===== src/rtl/irq_agg_pkg.sv =====
package irq_agg_pkg;
  localparam int LINES    = 4;
  localparam int STAT_IDX = 0;
  localparam int ANY_BASE = 1;
  localparam int ALL_BASE = ANY_BASE + LINES;
  localparam int REG_CNT  = ALL_BASE + LINES;

  typedef struct packed {
    logic [LINES-1:0] anyWr;
    logic [LINES-1:0] allWr;
    logic             rdEn;
    logic             rdStat;
    logic [LINES-1:0] rdAny;
    logic [LINES-1:0] rdAll;
  } aggStrobes_t;
endpackage


===== src/rtl/irq_agg_ctrl.sv =====
module irq_agg_ctrl
  import irq_agg_pkg::*;
#(
  parameter int ADDR_W = 4
) (
  input  logic [ADDR_W-1:0] regAddr,
  input  logic              wrEn,
  input  logic              rdEn,
  output aggStrobes_t       strobes
);
  always_comb begin
    strobes        = '0;
    strobes.rdEn   = rdEn;
    strobes.rdStat = rdEn && (int'(regAddr) == STAT_IDX);
    for (int i = 0; i < LINES; i++) begin
      strobes.anyWr[i] = wrEn && (int'(regAddr) == ANY_BASE + i);
      strobes.allWr[i] = wrEn && (int'(regAddr) == ALL_BASE + i);
      strobes.rdAny[i] = rdEn && (int'(regAddr) == ANY_BASE + i);
      strobes.rdAll[i] = rdEn && (int'(regAddr) == ALL_BASE + i);
    end
  end

  initial begin
    if (REG_CNT > (1 << ADDR_W)) $error("ADDR_W too small for register map");
  end
endmodule


===== src/rtl/irq_agg_datapath.sv =====
module irq_agg_datapath
  import irq_agg_pkg::*;
#(
  parameter int NUM_SRC = 8
) (
  input  logic               clk,
  input  logic               rstN,
  input  logic [NUM_SRC-1:0] srcIrq,
  input  logic [NUM_SRC-1:0] wrBits,
  input  aggStrobes_t        strobes,
  output logic [31:0]        rdData,
  output logic [LINES-1:0]   irqLine
);
  logic [NUM_SRC-1:0] syncMeta, syncLvl;
  logic [NUM_SRC-1:0] anyMask [LINES];
  logic [NUM_SRC-1:0] allMask [LINES];
  logic [LINES-1:0]   lineNext;
  logic [NUM_SRC-1:0] rdSel;

  always_ff @(posedge clk or negedge rstN) begin
    if (!rstN) begin
      syncMeta <= '0;
      syncLvl  <= '0;
    end else begin
      syncMeta <= srcIrq;
      syncLvl  <= syncMeta;
    end
  end

  for (genvar g = 0; g < LINES; g++) begin : g_line
    logic anyHit, allHit;

    always_ff @(posedge clk or negedge rstN) begin
      if (!rstN) begin
        anyMask[g] <= '0;
        allMask[g] <= '0;
      end else begin
        if (strobes.anyWr[g]) anyMask[g] <= wrBits;
        if (strobes.allWr[g]) allMask[g] <= wrBits;
      end
    end

    assign anyHit      = |(syncLvl & anyMask[g]);
    assign allHit      = (allMask[g] != '0) && ((syncLvl & allMask[g]) == allMask[g]);
    assign lineNext[g] = anyHit | allHit;

    p_idle_line_r2: assert property (@(posedge clk) disable iff (!rstN)
      (anyMask[g] == '0 && allMask[g] == '0) |=> !irqLine[g]);
    p_any_fires_r2: assert property (@(posedge clk) disable iff (!rstN)
      ((syncLvl & anyMask[g]) != '0) |=> irqLine[g]);
    p_all_fires_r3: assert property (@(posedge clk) disable iff (!rstN)
      (allMask[g] != '0 && (syncLvl & allMask[g]) == allMask[g]) |=> irqLine[g]);
    p_empty_all_r4: assert property (@(posedge clk) disable iff (!rstN)
      (allMask[g] == '0 && (syncLvl & anyMask[g]) == '0) |=> !irqLine[g]);
    p_mask_hold_r8: assert property (@(posedge clk) disable iff (!rstN)
      (!strobes.anyWr[g] && !strobes.allWr[g]) |=>
        ($stable(anyMask[g]) && $stable(allMask[g])));
  end

  always_ff @(posedge clk or negedge rstN) begin
    if (!rstN) irqLine <= '0;
    else       irqLine <= lineNext;
  end

  always_comb begin
    rdSel = strobes.rdStat ? syncLvl : '0;
    for (int i = 0; i < LINES; i++) begin
      if (strobes.rdAny[i]) rdSel = rdSel | anyMask[i];
      if (strobes.rdAll[i]) rdSel = rdSel | allMask[i];
    end
  end

  always_ff @(posedge clk or negedge rstN) begin
    if (!rstN)             rdData <= '0;
    else if (strobes.rdEn) rdData <= 32'(rdSel);
  end

  p_rd_hold_r7: assert property (@(posedge clk) disable iff (!rstN)
    !strobes.rdEn |=> $stable(rdData));
endmodule


===== src/rtl/irq_aggregator.sv =====
module irq_aggregator
  import irq_agg_pkg::*;
#(
  parameter int NUM_SRC = 8,
  parameter int ADDR_W  = 4
) (
  input  logic               clk,
  input  logic               rstN,
  input  logic [NUM_SRC-1:0] srcIrq,
  input  logic [ADDR_W-1:0]  regAddr,
  input  logic               wrEn,
  input  logic [31:0]        wrData,
  input  logic               rdEn,
  output logic [31:0]        rdData,
  output logic [LINES-1:0]   irqLine
);
  aggStrobes_t strobes;

  irq_agg_ctrl #(.ADDR_W(ADDR_W)) u_ctrl (
    .regAddr (regAddr),
    .wrEn    (wrEn),
    .rdEn    (rdEn),
    .strobes (strobes)
  );

  irq_agg_datapath #(.NUM_SRC(NUM_SRC)) u_dp (
    .clk     (clk),
    .rstN    (rstN),
    .srcIrq  (srcIrq),
    .wrBits  (wrData[NUM_SRC-1:0]),
    .strobes (strobes),
    .rdData  (rdData),
    .irqLine (irqLine)
  );

  initial begin
    if (NUM_SRC < 1 || NUM_SRC > 32) $error("NUM_SRC must be 1..32");
  end
endmodule


===== config.mk =====
export PLATFORM = sky130hd
export DESIGN_NAME = irq_aggregator
export DESIGN_NICKNAME = d
export VERILOG_FILES = /design/src/rtl/irq_agg_pkg.sv /design/src/rtl/irq_agg_ctrl.sv /design/src/rtl/irq_agg_datapath.sv /design/src/rtl/irq_aggregator.sv
export SDC_FILE = /design/constraint.sdc
export NUM_CORES = 1
export LEC_CHECK = 0
export CORE_ASPECT_RATIO = 1.5
export CORE_MARGIN = 2
export CORE_UTILIZATION = 40
export CTS_CLUSTER_SIZE = 16
export DETAILED_ROUTE_END_ITERATION = 8
export SYNTH_ARGS = -nofsm -noshare
export SYNTH_HDL_FRONTEND = slang
export SYNTH_SLANG_ARGS = --single-unit

===== constraint.sdc =====
create_clock -name clk -period 1.7 [get_ports clk]
set_input_delay 0.51 -clock clk [delete_from_list [all_inputs] [get_ports clk]]
set_output_delay 0.51 -clock clk [all_outputs]
set_load 0.005 [all_outputs]

==> out/metrics.cfg, run 1 <==
[run_status]
status = complete, no violations

[drt]
final_antenna_net_count = 0
wl_um = 12500
dr.first_iter.drc_count = 293
drt_pass1_iterations = 8
dr_total_vias = 3390
post_drt_wl_per_cell_um = 21.2
vias_per_cell = 5.74
drc = 0

[placement]
placed_area_um2 = 5310
port_buffers = 35
gp_congestion = 0.983
dp_hpwl_um = 9380

[clocking]
h-tree-depth = 3
clk_latency_ps = 340
cts_tree = done
numCtsBuffers = 9
clock-root-buffer = clkbuf_16
clock_path_buffers = 2
cts_sinks = 92
clk_pin_slew_ps = 60
cts_hold_buf = 0

[critical_path]
cp_max_fo = 1
cpLargestDelayFamily = buffers and inverters
start_kind = flip-flop
cp_num_buf_inv = 1
endpoint_kind = primary output
worstPathRequired_ps = 1190
path_class = reg -> out
slowest_stage = clkdlybuf4s50_1
worstPathCellList = clkdlybuf4s50_1
cp_slowest_stage_delay_ps = 490
crit_arrival_ps = 1140

[power]
powerDensity_nw_per_um2 = 1100
power.total_mw = 6.31
ir_worst_vdd_mv = 0.517
leakage_nw = 2.56

[synth]
synthArstFlopShare_pct = 100
synth_ff_type = dfrtp_1
syn_inst = 356
yosysWarnings = 0
synth_cell_type_count = 44
synthesis.area_um2 = 4470
synth-edff-count = 0
avgSynthCellArea_um2 = 12.6
ys_seq_area_share_pct = 51.5
ys_seq_elements = 92

[global_route]
grt_first_pass_wirelength_um = 19700
grt_antenna_before_repair = 0
grt_overflow = 0
grt_pass1_vias = 3481
grt_usage_pct = 21.9
grt_max_degree = 37

[final_layout]
fin_area_um2 = 5720
area_delta_synth_final_pct = 27.8
drive_above_1_share_pct = 37.8
final_cell_mix = dfrtp_1 (92), mux2_2 (70), buf_4 (47)
antenna_cells = 0
nets = 489
final_common_cell = dfrtp_1
n_fill_cell = 965

[sta]
rsz0062_at_grt = false
drv_slew = 0
fmax_ghz = 0.605
hold_viol = 0
setup_viol = 0
min_period_ps = 1650
finClkSkew_ps = 7.60
worstMarginPinSlew_ps = 513
fin_crit_sh_pct = 97.3
maxSlewHeadroom_pct = 65.8

[flow_run]
drv_cap = 0

[floorplan]
dieWidth_um = 90.3
placementRows = 47
die_h_um = 134
die_area_um2 = 12100
initial_core_util_pct = 40.7
core_area_um2 = 11000
ios = 84

[worst_hold_path]
hold_class = in -> async

-- state kept, by name (all words and copies together), names as in the netlist --
register / flops
u_dp.allMask: 32
u_dp.rdData: 8
u_dp.irqLine: 4
u_dp.syncMeta: 8
u_dp.syncLvl: 8
u_dp.anyMask: 32
-- final cells by class --
class / instances / area (µm²) / share of cell area (%)
Sequential cell: 92 / 2300 / 40.3
Multi-Input combinational cell: 228 / 1970 / 34.5
Timing Repair Buffer: 90 / 885 / 15.5
Clock buffer: 11 / 253 / 4.42
Tap cell: 147 / 184 / 3.22
Inverter: 20 / 75.1 / 1.31
Clock inverter: 3 / 47.5 / 0.832
-- Yosys cell counts, types with 2 or more instances --
library cell	instances	area, µm²
nor2b_1	2	12.5
nor4_1	8	50.1
a32oi_1	6	52.6
a22o_1	4	35.0
nand2_1	7	26.3
a221oi_1	9	78.8
inv_1	19	71.3
buf_4	25	188
mux2i_1	4	40.0
a31oi_1	7	43.8
a41o_1	3	30.0
nand4_1	5	31.3
mux2_1	2	22.5
and3b_1	2	17.5
o22ai_1	4	25.0
nor2_2	2	12.5
nor2_1	12	45.0
clkbuf_1	6	22.5
dfrtp_1	92	2300
nor3b_4	2	37.5
buf_2	7	35.0
a22oi_1	22	165
a221oi_2	4	60.1
mux2_2	70	788
and2_1	2	12.5
nand3_1	2	10.0
nor2_4	2	22.5
a32o_1	4	40.0
a222oi_1	4	40.0
o21ai_0	4	20.0
-- path summary, 6_finish.rpt --
path | start | endpoint | slack, ps | cells after the start
max in group asynchronous | rstN | u_dp.anyMask[20] | 1130 | 2
worst min register to register | u_dp.syncMeta[4] | u_dp.syncLvl[4] | 350 | 0
worst min-delay path | rstN | u_dp.syncLvl[5] | 70 | 1
worst max register to register | u_dp.anyMask[21] | u_dp.rdData[5] | 240 | 4
min in group clk | u_dp.syncMeta[4] | u_dp.syncLvl[4] | 350 | 0
worst max-delay path | u_dp.irqLine[1] | irqLine[1] | 50 | 1
-- kinds of logic after synthesis --
family          after synthesis  share of synthesized area [%]
simple gates                 53                           7.80
buf+inv                      59                           7.41
compound gates               74                           13.7
other cells                   1                         0.0838
flops                        92                           51.5
mux                          77                           19.5
-- per-layer routing --
layer	routed length (µm)	vias to the layer above	track usage [%]
met1	4760	1691	25.3
met5	0	-	0
met4	737	0	14.4
met3	641	48	3.51
met2	6400	173	37.5
li1	-	1478	-
-- per-stage QoR --
stage	instances	hold WS (ps)	setup TNS, ps	util [%]	worst slack, ps
floorplan	379	214	-93.6	-	-35.3
global placement	572	332	-35020	48.2	-624
detailed placement	572	335	-35040	48.2	-630
CTS	590	71.7	0	51.9	0.108
global route	591	84.5	0	52.0	1.81
finish	591	68.2	0	52.0	46.1
-- power by group --
group / internal, mW / leakage, nW / switching [mW]
combinational: 0.721 / 1.30 / 0.509
sequential: 2.61 / 1.11 / 0.449
clock: 1.21 / 0.148 / 0.808
-- repair_timing --
action | in CTS | in global routing
buffers inserted | 2 | 1
pin swaps | 10 | 3
setup endpoints to repair | 80 | 27
resized for setup | 26 | 6
gates cloned | 2 | 0
-- worst register-to-register path, delay by kind of cell, from the launching register on --
| family | cells | cell delay, ps |
|---|---|---|
| compound gates | 3 | 630 |
| mux | 1 | 290 |
| flops | 1 | 430 |
Power figures use the tool's default switching activity.
==> run 2: changes to the inputs <==
SYNTH_HIERARCHICAL = 1   (was not set)
==> run 2 against run 1 <==
Against the previous run:
- area after synthesis decreased by 2.4%
- clock skew decreased by 0.55 ps
- critical path type is now in -> reg
- clock power decreased by 4%
- highest routed layer unchanged
- critical endpoint is now u_dp/rdData[0]
==> out/metrics.cfg, run 2 <==
[drt]
final_antenna_net_count = 0
drt_pass1_iterations = 5
dr.first_iter.drc_count = 311
vias_per_cell = 5.69
wl_um = 12900
drc = 0
dr_total_vias = 3248
post_drt_wl_per_cell_um = 22.6

[sta]
worstMarginPinSlew_ps = 526
fmax_ghz = 0.596
drv_slew = 0
finClkSkew_ps = 7.05
fin_crit_sh_pct = 98.6
setup_viol = 0
maxSlewHeadroom_pct = 64.9
min_period_ps = 1680
setup_slack_ps = 23.2
hold_viol = 0
final.setup.tns_ps = 0

[critical_path]
ff2ff_path_depth = 3
endpoint_kind = flip-flop
worstPathRequired_ps = 1910
crit_arrival_ps = 1880
cp_max_fo = 7
regToRegSetupSlack_ps = 240
r2r_end = u_dp/irqLine[3]
path_class = in -> reg
start_kind = input port
r2r_start = u_dp/syncLvl[0]

[global_route]
grt_pass1_vias = 3387
grt_first_pass_wirelength_um = 19900
grt_usage_pct = 23.4
grt_overflow = 0
grt_antenna_before_repair = 0
grt_max_degree = 45

[synth]
syn_inst = 342
synth_ff_type = dfrtp_1
ys_top_cells_by_count = dfrtp_1 (92), mux2_2 (64), a22oi_1 (32)
synthArstFlopShare_pct = 100
avgSynthCellArea_um2 = 12.8
yosys.cell_count.top_type = dfrtp_1
netlist_top_cells_area = dfrtp_1 (53%), mux2_2 (17%), a22oi_1 (5.5%), buf_4 (4.5%), a222oi_1 (1.8%)
synth-edff-count = 0
synthesis.area_um2 = 4370
synth_cell_type_count = 32
yosysWarnings = 6
ys_seq_elements = 92
ys_seq_area_share_pct = 52.7
yosysTopAreaCell = dfrtp_1
synth.top_cell.area_share_pct = 52.7

[run_status]
status = complete, no violations

[final_layout]
n_fill_cell = 943
drive_above_1_share_pct = 40.5
final_cells = 571
final_common_cell = dfrtp_1
antenna_cells = 0
reg.largest.list = u_dp/allMask x32, u_dp/anyMask x32
fin_area_um2 = 5550
nets = 470
seq_area_um2 = 2300
area_delta_synth_final_pct = 27.1
final_cell_mix = dfrtp_1 (92), mux2_2 (64), buf_4 (45)
multiInputGateArea_um2 = 1920

[clocking]
cts_hold_buf = 0
clock-root-buffer = clkbuf_16
clk_pin_slew_ps = 70
numCtsBuffers = 9
h-tree-depth = 3
clock_path_buffers = 2
cts_sinks = 92
cts_tree = done
clk_latency_ps = 350

[floorplan]
ios = 84
placementRows = 46
core_area_um2 = 10600
die_h_um = 132
dieWidth_um = 89.3
die_area_um2 = 11800
initial_core_util_pct = 41.2

[placement]
dp_hpwl_um = 9500
gp_congestion = 1.01
dp.cells = 546
dp_slack_ps = -804
placed_area_um2 = 5070
port_buffers = 35

[power]
powerDensity_nw_per_um2 = 1100
leakage_nw = 2.38
ir_worst_vdd_mv = 0.510
power.total_mw = 6.12

[worst_hold_path]
hold_class = in -> async

[flow_run]
drv_cap = 0

[run 2: per-stage QoR]
step,hold slack (ps),utilization (%)
floorplan,214,-
global placement,333,47.9
detailed placement,335,47.9
CTS,3.55,52.0
global route,1.08,52.4
finish,2.24,52.4
[run 2: layout make-up]
type	instances	share of cell area [%]
Clock inverter	7	1.15
Multi-Input combinational cell	221	34.6
Inverter	5	0.338
Tap cell	144	3.25
Timing Repair Buffer	93	15.1
Clock buffer	9	4.06
Sequential cell	92	41.5
[run 2: cell families after synthesis]
logic type,Yosys count,synth area share [%]
DFF,92,52.7
AOI/OAI and AO/OA,72,15.2
muxes,64,16.5
and+or+nand+nor,61,7.88
buffers and inverters,52,7.62
other,1,0.0859
[run 2: worst max path at each step]
| stage | slack [ps] | startpoint | endpoint |
|---|---|---|---|
| after floorplan | 60 | regAddr[3] | u_dp/anyMask[10] |
| after global placement | -770 | rdEn | u_dp/rdData[5] |
| after detailed placement | -800 | rdEn | u_dp/rdData[4] |
| after CTS | 5 | u_dp/irqLine[2] | irqLine[2] |
| after global routing | -130 | regAddr[0] | u_dp/rdData[1] |
| final | 20 | rdEn | u_dp/rdData[0] |
[run 2: what timing repair did]
item | in CTS | in global routing
endpoints found under the setup margin | 80 | 62
pin swaps | 16 | 6
resized for setup | 48 | 18
buffers inserted | 8 | 1
[run 2: routing by layer]
layer | wire length (µm) | GRT usage (%) | vias to the layer above
li1 | - | - | 1415
met1 | 4830 | 27.9 | 1622
met2 | 6630 | 38.3 | 168
met3 | 786 | 4.63 | 43
met4 | 658 | 13.3 | 0
met5 | 0 | 0 | -
[run 2: where the power goes]
group	total (mW)	switching (mW)	internal [mW]
registers	3.13	0.518	2.61
clock network	1.94	0.916	1.02
logic	1.05	0.424	0.630
total	6.12	1.86	4.26
[run 2: critical path, stage by stage]
cell	delay [ps]
buf_2	120
buf_6	110
or3b_4	290
nor2_4	50
buf_6	120
a22o_1	250
a221oi_2	260
a41oi_1	160
==> run 3: changes to the inputs <==
CELL_PAD_IN_SITES_DETAIL_PLACEMENT = 1   (was not set)
CELL_PAD_IN_SITES_GLOBAL_PLACEMENT = 2   (was not set)
CORE_UTILIZATION = 35   (was 40)
PLACE_DENSITY_LB_ADDON = 0.1   (was not set)
REMOVE_ABC_BUFFERS = 1   (was not set)
==> run 3 against run 2 <==
Against the previous run:
- clock skew increased by 2.9 ps
- highest routed layer unchanged
- hold slack improved by 110 ps
- critical endpoint unchanged
- non-clock buffer count decreased by 8
==> out/metrics.cfg, run 3 (synthesis results as in run 2) <==
[clocking]
cts_tree = done
clock_path_buffers = 2
clk_pin_slew_ps = 60
numCtsBuffers = 9
clk_latency_ps = 350
cts_sinks = 92
clock-root-buffer = clkbuf_16
h-tree-depth = 3

[floorplan]
die_area_um2 = 13400
dieWidth_um = 95.2
core_area_um2 = 12300
initial_core_util_pct = 35.4
die_h_um = 141
ios = 84
placementRows = 50

[sta]
final.setup.tns_ps = 0
maxSlewHeadroom_pct = 63.9
setup_viol = 0
hold_viol = 0
drv_slew = 0
fin_crit_sh_pct = 97.5
finClkSkew_ps = 10.0
setup_slack_ps = 42.9
rsz0062_at_grt = true
worstMarginPinSlew_ps = 542
fmax_ghz = 0.603
holdWs_ps = 108
min_period_ps = 1660

[placement]
dp_hpwl_um = 10600
dp_slack_ps = -932
gp_congestion = 0.922
port_buffers = 35

[drt]
drt_pass1_iterations = 6
dr_total_vias = 3197
drc = 0
met2WireLength_um = 7240
vias_per_cell = 5.56
top_layer = met4
post_drt_wl_per_cell_um = 24.8
dr_wl_met3_um = 718
dr.first_iter.drc_count = 221
wl_um = 14300
drt-met1-wl_um = 5520
final_antenna_net_count = 0

[critical_path]
start_kind = input port
path_class = in -> reg
cp_max_fo = 8
crit_arrival_ps = 1860
endpoint_kind = flip-flop
worstPathRequired_ps = 1900

[power]
leakage_nw = 2.38
ir_worst_vdd_mv = 0.480
power.total_mw = 6.29
powerDensity_nw_per_um2 = 1130

[global_route]
grt_first_pass_wirelength_um = 21500
grt_pass1_vias = 3384
grt_max_degree = 30
grt_antenna_before_repair = 0
grt_overflow = 0
grt_usage_pct = 22.7

[final_layout]
area_delta_synth_final_pct = 27.2
antenna_cells = 0
final_common_cell = dfrtp_1
final_cell_mix = dfrtp_1 (92), mux2_2 (58), buf_4 (39)
reg.largest.list = u_dp/allMask x32, u_dp/anyMask x32
drive_above_1_share_pct = 39.9
nets = 462

[flow_run]
drv_cap = 0

[worst_hold_path]
hold_class = in -> async

[run_status]
status = complete, no violations

==> run 3: final timing paths <==
check | startpoint | to | slack (ps) | cells after the start
max in group asynchronous | rstN | u_dp/allMask[10] | 1080 | 2
hold / removal | rstN | u_dp/anyMask[16] | 110 | 1
setup reg to reg | u_dp/syncLvl[0] | u_dp/irqLine[0] | 160 | 3
hold reg to reg | u_dp/syncMeta[2] | u_dp/syncLvl[2] | 340 | 0
setup / recovery | regAddr[0] | u_dp/rdData[0] | 40 | 7
min in group clk | u_dp/syncMeta[2] | u_dp/syncLvl[2] | 340 | 0
==> run 3: final cells by class <==
class	instances	area, µm²
Sequential cell	92	2300
Tap cell	156	195
Clock buffer	11	253
Inverter	5	18.8
Multi-Input combinational cell	221	1940
Timing Repair Buffer	85	781
Fill cell	1296	6770
Clock inverter	5	60.1
==> run 3: worst max-delay path, cell delays in order <==
cell and delay (ps):
buf_2 190, buf_4 160, nand2b_2 180, nor2_1 70
buf_4 170, a222oi_1 410, a41oi_2 160
==> run 3: per-stage QoR <==
step	util, %	instance area [µm²]	cells
floorplan	-	4140	318
global placement	41.2	5080	556
detailed placement	41.2	5080	556
CTS	44.9	5530	575
global route	45.0	5550	575
finish	45.0	5550	575
==> run 3: power breakdown <==
group / internal (mW) / switching, mW / leakage (nW)
clock network: 1.22 / 0.872 / 0.152
registers: 2.61 / 0.519 / 1.11
logic: 0.637 / 0.432 / 1.12
total: 4.47 / 1.82 / 2.38
==> run 3: per-layer routing <==
layer,vias up,GRT usage (%)
met5,-,0
met1,1627,28.1
met2,134,37.1
met3,47,3.74
met4,0,12.8
li1,1389,-
==> run 3: repair_timing <==
| item | CTS | global route |
|---|---|---|
| hold buffers | 0 | 0 |
| pin swaps | 10 | 6 |
| resized for setup | 60 | 11 |
| endpoints found under the setup margin | 80 | 29 |
| setup buffers | 3 | 0 |
